File: config.mk
export PLATFORM = sky130hd
export DESIGN_NAME = mem_perf_monitor
export DESIGN_NICKNAME = d
export VERILOG_FILES = /design/src/rtl/mem_perf_pkg.sv /design/src/rtl/perf_ctrl.sv /design/src/rtl/perf_datapath.sv /design/src/rtl/mem_perf_monitor.sv
export SDC_FILE = /design/constraint.sdc
export NUM_CORES = 1
export LEC_CHECK = 0
export ABC_AREA = 1
export BUFFER_PORTS_ARGS = -buffer_cell sky130_fd_sc_hd__buf_4
export CAP_MARGIN = 20
export CELL_PAD_IN_SITES_DETAIL_PLACEMENT = 0
export CELL_PAD_IN_SITES_GLOBAL_PLACEMENT = 1
export CORE_AREA = 2 2 177 179
export DETAILED_ROUTE_END_ITERATION = 8
export DIE_AREA = 0 0 179 181
export GPL_ROUTABILITY_DRIVEN = 0
export PLACE_DENSITY = 0.85
export SYNTH_ARGS = -nofsm -noshare
export SYNTH_HDL_FRONTEND = slang
export SYNTH_SLANG_ARGS = --single-unit
export TNS_END_PERCENT = 50
File: constraint.sdc
create_clock -name clk -period 3.27 [get_ports clk]
set_input_delay 0.981 -clock clk [delete_from_list [all_inputs] [get_ports clk]]
set_output_delay 0.981 -clock clk [all_outputs]
set_load 0.02 [all_outputs]
File: src/rtl/mem_perf_pkg.sv
package mem_perf_pkg;
  localparam int SEL_W   = 8;
  localparam int BIT_OVF = 0;
  localparam int BIT_CLR = 1;
  localparam int BIT_EN  = 2;
  localparam int SEL_LSB = 24;

  // Per-slot command from control to datapath
  typedef struct packed {
    logic             clear;     // zero count and overflow this edge
    logic             unfreeze;  // lift global freeze (slot 0 only)
    logic             enable;    // stored enable
    logic [SEL_W-1:0] sel;       // event code
  } cntCmd_t;
endpackage

File: src/rtl/perf_ctrl.sv
module perf_ctrl
  import mem_perf_pkg::*;
#(
  parameter int NUM_CNT = 4,
  parameter int CNT_W   = 32
) (
  input  logic                              clk,
  input  logic                              rstN,
  input  logic                              busValid,
  input  logic                              busWrite,
  input  logic [7:0]                        busAddr,
  input  logic [31:0]                       busWdata,
  output logic [31:0]                       busRdata,
  input  logic [NUM_CNT-1:0][CNT_W-1:0]     cntVal,
  input  logic [NUM_CNT-1:0]                ovfFlag,
  output cntCmd_t [NUM_CNT-1:0]             cmd
);
  localparam int IDX_W = (NUM_CNT > 1) ? $clog2(NUM_CNT) : 1;

  logic [NUM_CNT-1:0]            enReg;
  logic [NUM_CNT-1:0][SEL_W-1:0] selReg;
  logic                          clr0Reg;
  logic [NUM_CNT-1:0]            wrHit;
  logic                          aligned, isCtrl, isCount, slotOk;
  logic [IDX_W-1:0]              idx;
  logic                          wdUnused;

  assign aligned  = (busAddr[1:0] == 2'b00);
  assign isCtrl   = (busAddr[7:5] == 3'd0) && aligned;
  assign isCount  = (busAddr[7:5] == 3'd1) && aligned;
  assign slotOk   = int'(busAddr[4:2]) < NUM_CNT;
  assign idx      = busAddr[2 +: IDX_W];
  assign wdUnused = ^busWdata[SEL_LSB-1:BIT_EN+1];

  always_comb begin
    for (int n = 0; n < NUM_CNT; n++)
      wrHit[n] = busValid && busWrite && isCtrl && (busAddr[4:2] == 3'(n));
  end

  always_ff @(posedge clk) begin
    if (!rstN) begin
      enReg   <= '0;
      selReg  <= '0;
      clr0Reg <= 1'b0;
    end else begin
      for (int n = 0; n < NUM_CNT; n++) begin
        if (wrHit[n]) begin
          enReg[n] <= busWdata[BIT_EN];
          if (n != 0) selReg[n] <= busWdata[SEL_LSB +: SEL_W];
        end
      end
      if (wrHit[0]) clr0Reg <= busWdata[BIT_CLR];
    end
  end

  always_comb begin
    for (int n = 0; n < NUM_CNT; n++) begin
      cmd[n].enable = enReg[n];
      if (n == 0) begin
        cmd[n].sel      = '0;
        cmd[n].unfreeze = wrHit[0] && !busWdata[BIT_EN];
        cmd[n].clear    = wrHit[0] && busWdata[BIT_CLR] && !clr0Reg;
      end else begin
        cmd[n].sel      = selReg[n];
        cmd[n].unfreeze = 1'b0;
        cmd[n].clear    = wrHit[n] && !busWdata[BIT_CLR];
      end
    end
  end

  always_comb begin
    busRdata = '0;
    if (slotOk && isCtrl) begin
      busRdata[SEL_LSB +: SEL_W] = (idx == '0) ? '0 : selReg[idx];
      busRdata[BIT_EN]           = enReg[idx];
      busRdata[BIT_CLR]          = (idx == '0) ? clr0Reg : 1'b1;
      busRdata[BIT_OVF]          = ovfFlag[idx];
    end else if (slotOk && isCount) begin
      busRdata[CNT_W-1:0] = cntVal[idx];
    end
  end
endmodule

File: src/rtl/perf_datapath.sv
module perf_datapath
  import mem_perf_pkg::*;
#(
  parameter int NUM_CNT     = 4,
  parameter int CNT_W       = 32,
  parameter int EVT_W       = 64,
  parameter bit STOP_ON_OVF = 1'b0
) (
  input  logic                          clk,
  input  logic                          rstN,
  input  logic [EVT_W-1:0]              evtStrobe,
  input  cntCmd_t [NUM_CNT-1:0]         cmd,
  output logic [NUM_CNT-1:0][CNT_W-1:0] cntVal,
  output logic [NUM_CNT-1:0]            ovfFlag
);
  localparam int SIDX_W = (EVT_W > 1) ? $clog2(EVT_W) : 1;
  localparam logic [CNT_W-1:0] TOP = {CNT_W{1'b1}};

  logic frozen;
  logic cycleWrap;
  logic cmdUnused;

  assign cmdUnused = ^cmd;
  assign cycleWrap = cmd[0].enable && !frozen && !cmd[0].clear && (cntVal[0] == TOP);

  always_ff @(posedge clk) begin
    if (!rstN)                frozen <= 1'b0;
    else if (cycleWrap)       frozen <= 1'b1;
    else if (cmd[0].unfreeze) frozen <= 1'b0;
  end

  for (genvar n = 0; n < NUM_CNT; n++) begin : g_slot
    logic [CNT_W-1:0] cntQ;
    logic             ovfQ;
    assign cntVal[n]  = cntQ;
    assign ovfFlag[n] = ovfQ;

    if (n == 0) begin : g_cycle
      always_ff @(posedge clk) begin
        if (!rstN || cmd[n].clear) begin
          cntQ <= '0;
          ovfQ <= 1'b0;
        end else if (cycleWrap) begin
          cntQ <= '0;
          ovfQ <= 1'b1;
        end else if (cmd[n].enable && !frozen) begin
          cntQ <= cntQ + 1'b1;
        end
      end
    end else begin : g_event
      logic hit, step;
      assign hit  = (int'(cmd[n].sel) < EVT_W) && evtStrobe[cmd[n].sel[SIDX_W-1:0]];
      assign step = cmd[n].enable && !frozen && hit && !(STOP_ON_OVF && ovfQ);
      always_ff @(posedge clk) begin
        if (!rstN || cmd[n].clear) begin
          cntQ <= '0;
          ovfQ <= 1'b0;
        end else if (step) begin
          if (cntQ == TOP) begin
            ovfQ <= 1'b1;
            cntQ <= STOP_ON_OVF ? TOP : '0;
          end else begin
            cntQ <= cntQ + 1'b1;
          end
        end
      end
    end
  end
endmodule

File: src/rtl/mem_perf_monitor.sv
module mem_perf_monitor
  import mem_perf_pkg::*;
#(
  parameter int NUM_CNT     = 4,
  parameter int CNT_W       = 32,
  parameter int EVT_W       = 64,
  parameter bit STOP_ON_OVF = 1'b0
) (
  input  logic             clk,
  input  logic             rstN,
  input  logic             busValid,
  input  logic             busWrite,
  input  logic [7:0]       busAddr,
  input  logic [31:0]      busWdata,
  output logic [31:0]      busRdata,
  input  logic [EVT_W-1:0] evtStrobe,
  output logic             irq
);
  cntCmd_t [NUM_CNT-1:0]          cmd;
  logic [NUM_CNT-1:0][CNT_W-1:0]  cntVal;
  logic [NUM_CNT-1:0]             ovfFlag;

  perf_ctrl #(.NUM_CNT(NUM_CNT), .CNT_W(CNT_W)) u_ctrl (
    .clk(clk), .rstN(rstN), .busValid(busValid), .busWrite(busWrite),
    .busAddr(busAddr), .busWdata(busWdata), .busRdata(busRdata),
    .cntVal(cntVal), .ovfFlag(ovfFlag), .cmd(cmd)
  );

  perf_datapath #(.NUM_CNT(NUM_CNT), .CNT_W(CNT_W), .EVT_W(EVT_W),
                  .STOP_ON_OVF(STOP_ON_OVF)) u_dp (
    .clk(clk), .rstN(rstN), .evtStrobe(evtStrobe), .cmd(cmd),
    .cntVal(cntVal), .ovfFlag(ovfFlag)
  );

  assign irq = ovfFlag[0];
endmodule

==> impl_results.md <==
* Post-route total power at 4.47 mW
* Fin crit share at 1.01
* CORE AREA at 0.0303 sq mm
* Later-pin clock latency in the skew report at 0.44 ns
* Die area at 0.0324 sq mm
* Slew Limit Fails at 0
* Syn Inst Count at 2071
* Clock Path Buffers at 2
* Clk network pwr share at 0.471
* Seq/Total Area, Yosys at 0.257
* Layout area overhead at 16.1%
* Clock Skew at 0.0143 ns
* Most frequent cells in the layout: 587 x nand2_1, 311 x nand3_1, 196 x nor2_1
* Register share of total power at 0.442
* Internal power at 3.35 mW
* Hold crit path type: reg -> reg
* RSZ-0062 raised after global routing: true
* Crit Path Category: in -> out
* Residual DRC at 0
* Fmax at 0.304 GHz
* Largest net degree at the start of global routing at 47
* CTS Sinks at 162
* Power per cell area at 305 mW/mm^2
* CP Launch Type: input port
* Avg Cell Area, Syn at 6.09 sq um
* Rel. slew slack at 0.601
* Die Span X at 179 microns
* Synth Flop Type: dfxtp_1
* Routed WL at 44.8 mm
* Post-DP HPWL at 33.5 mm
* Port Buffers at 118
* DRT antenna net count at 0
* Die Ht at 181 microns
* Run status: finished, violations left
* Fin crit period at 3.29 ns
* DR iter-0 viols at 1490
* Worst Max-Slew Pin Slew at 0.596 ns
* Cts hold-fix bufs at 0
* TritonRoute pass-1 iters at 5
* Total track usage at 0.272
* Vias in the first global route at 12800
* Nets at 2285
* Post-placement setup slack at -0.126 ns
* Total grt overflow at 0
* CTS tree: built
* Fillers at 3120
* H-Tree Depth at 4
* Switching share of total power at 0.249
* Yosys cell types at 46
* Share of cells above drive strength 1 at 0.148
* First-pass GRT wire length at 69.4 mm
* Yosys Warn Count at 0
* Cell area after synthesis at 0.0126 sq mm
* Net Switching at 1.11 mW
* Setup repair bufs after CTS at 0
* Worst-path clk slew at 0.06 ns
* Critical path arrival at 2.31 ns
* Drt wl/cell at 17.3 microns
* Ports at 141
* Initial antenna violation count at 1
* Failing checks: negative setup slack
* Final WS setup at -0.0227 ns
* CTS buffer count at 17
* Peak supply drop at 0.000224 V
* CP endpoint kind: output port
* Most common cell after layout, fill and taps aside: nand2_1
* Gate power share at 0.087
* Data required time at the worst endpoint at 2.29 ns
* Fraction of registers with async set/reset at 0
* Rows at 64
* Final Hold Viols at 0
* Clock Tree Root: clkbuf_16
* Synth Register Bits at 162
* LEAKAGE at 5.78 nW
* Count of final setup violators at 1
* CP Max Fanout at 5
* Syn_nets at 2183
* Routed via count at 14200
* Max_cap viols at 0
* Starting density of the core at 0.416
* Post-synth EDFFs at 0
* Vias per inst at 5.49
==> stage by stage <==
stage / instances / TNS [ns] / utilization / instance area [sq um] / hold slack, ns
3_3_place_gp: 2550 / -0.267 / 0.458 / 13900 / 0.462
4_1_cts: 2580 / -0.0253 / 0.478 / 14500 / 0.479
5_1_grt: 2580 / -0.0603 / 0.482 / 14600 / 0.500
3_5_place_dp: 2550 / -0.431 / 0.458 / 13900 / 0.463
2_1_floorplan: 2071 / -0.00209 / - / 12600 / 0.436
6_report: 2581 / -0.0227 / 0.483 / 14600 / 0.474
==> repair_timing <==
action,in CTS,in global routing
pin swaps,1,4
gates resized for setup,9,35
endpoints found under the setup margin,10,27
==> registers in the layout, indices dropped and copies added (netlist names) <==
| register | count |
|---|---|
| u_dp.g_slot.cntQ | 128 |
| u_ctrl.clr0Reg | 1 |
| u_dp.g_slot.ovfQ | 4 |
| u_dp.frozen | 1 |
| u_ctrl.enReg | 4 |
| u_ctrl.cmd | 24 |
==> path summary, 6_finish.rpt <==
path | slack, ns | from | cells past startpoint | endpoint
setup / recovery | -0.02 | busAddr[2] | 7 | busRdata[22]
hold / removal | 0.47 | u_dp.g_slot[1].ovfQ | 2 | u_dp.g_slot[1].ovfQ
setup reg to reg | 0.71 | u_ctrl.cmd[33] | 13 | u_dp.g_slot[3].cntQ[14]
hold reg to reg | 0.47 | u_dp.g_slot[1].ovfQ | 2 | u_dp.g_slot[1].ovfQ
==> cells by family after synthesis <==
logic type	count (synthesis)	synth area share
AOI/OAI and AO/OA	257	0.117
and+or+nand+nor	1262	0.450
adders and majority gates	4	0.00397
xor gates and xnor gates	90	0.0625
DFF	162	0.257
buffers and inverters	296	0.109
==> power groups by stage <==
stage / registers [mW] / logic [mW] / clock network [mW]
after floorplan: 2.02 / 0.192 / 0
after global placement: 2.02 / 0.372 / 0
after detailed placement: 2.02 / 0.374 / 0
after CTS: 1.97 / 0.377 / 2.13
after global routing: 1.97 / 0.424 / 2.21
final: 1.97 / 0.390 / 2.10
==> per-layer routing <==
layer / GRT usage / wire length (microns) / up-vias
li1: - / - / 7012
met1: 0.378 / 19800 / 6484
met2: 0.421 / 19900 / 596
met3: 0.0530 / 4010 / 74
met4: 0.0901 / 1120 / 0
met5: 0 / 0 / -
==> critical path, stage by stage <==
cell,delay (ns)
buf_4,0.13
nor2_2,0.21
clkinv_2,0.15
o21ai_0,0.28
a221oi_1,0.09
nor2_1,0.26
buf_4,0.20
==> cell type report <==
cell class,count,area (sq um),area share
clock buffer,19,443,0.0302
antenna,1,2.50,0.000171
inverter,196,753,0.0514
timing repair buffer,183,1460,0.0995
multi-input combinational,1613,8090,0.553
tap,396,495,0.0338
clock inverter,11,156,0.0107
sequential,162,3240,0.221
==> cells in the mapped netlist (4+ instances only) <==
cell / number / area share
clkbuf_1: 33 / 0.0098
a221oi_1: 9 / 0.0063
nor2_1: 198 / 0.059
buf_2: 20 / 0.0079
nand3_1: 311 / 0.12
inv_2: 13 / 0.0039
or2_2: 7 / 0.0035
nor3_2: 12 / 0.0095
o22ai_1: 42 / 0.021
xnor2_1: 28 / 0.019
buf_6: 15 / 0.013
ha_1: 4 / 0.0040
o21ai_0: 45 / 0.018
nand2_2: 12 / 0.0060
nor3_1: 70 / 0.028
buf_4: 32 / 0.019
a21oi_1: 129 / 0.051
nor2_2: 6 / 0.0030
inv_1: 171 / 0.051
nor2_4: 5 / 0.0045
dfxtp_1: 162 / 0.26
o221ai_1: 8 / 0.0056
a22oi_1: 13 / 0.0077
xor2_1: 62 / 0.043
nand2_4: 5 / 0.0045
nand3_2: 10 / 0.0079
nand2_1: 590 / 0.18
clkinv_1: 8 / 0.0024
inv_4: 4 / 0.0020
nand4_1: 20 / 0.0099
Power figures use the tool's default switching activity.
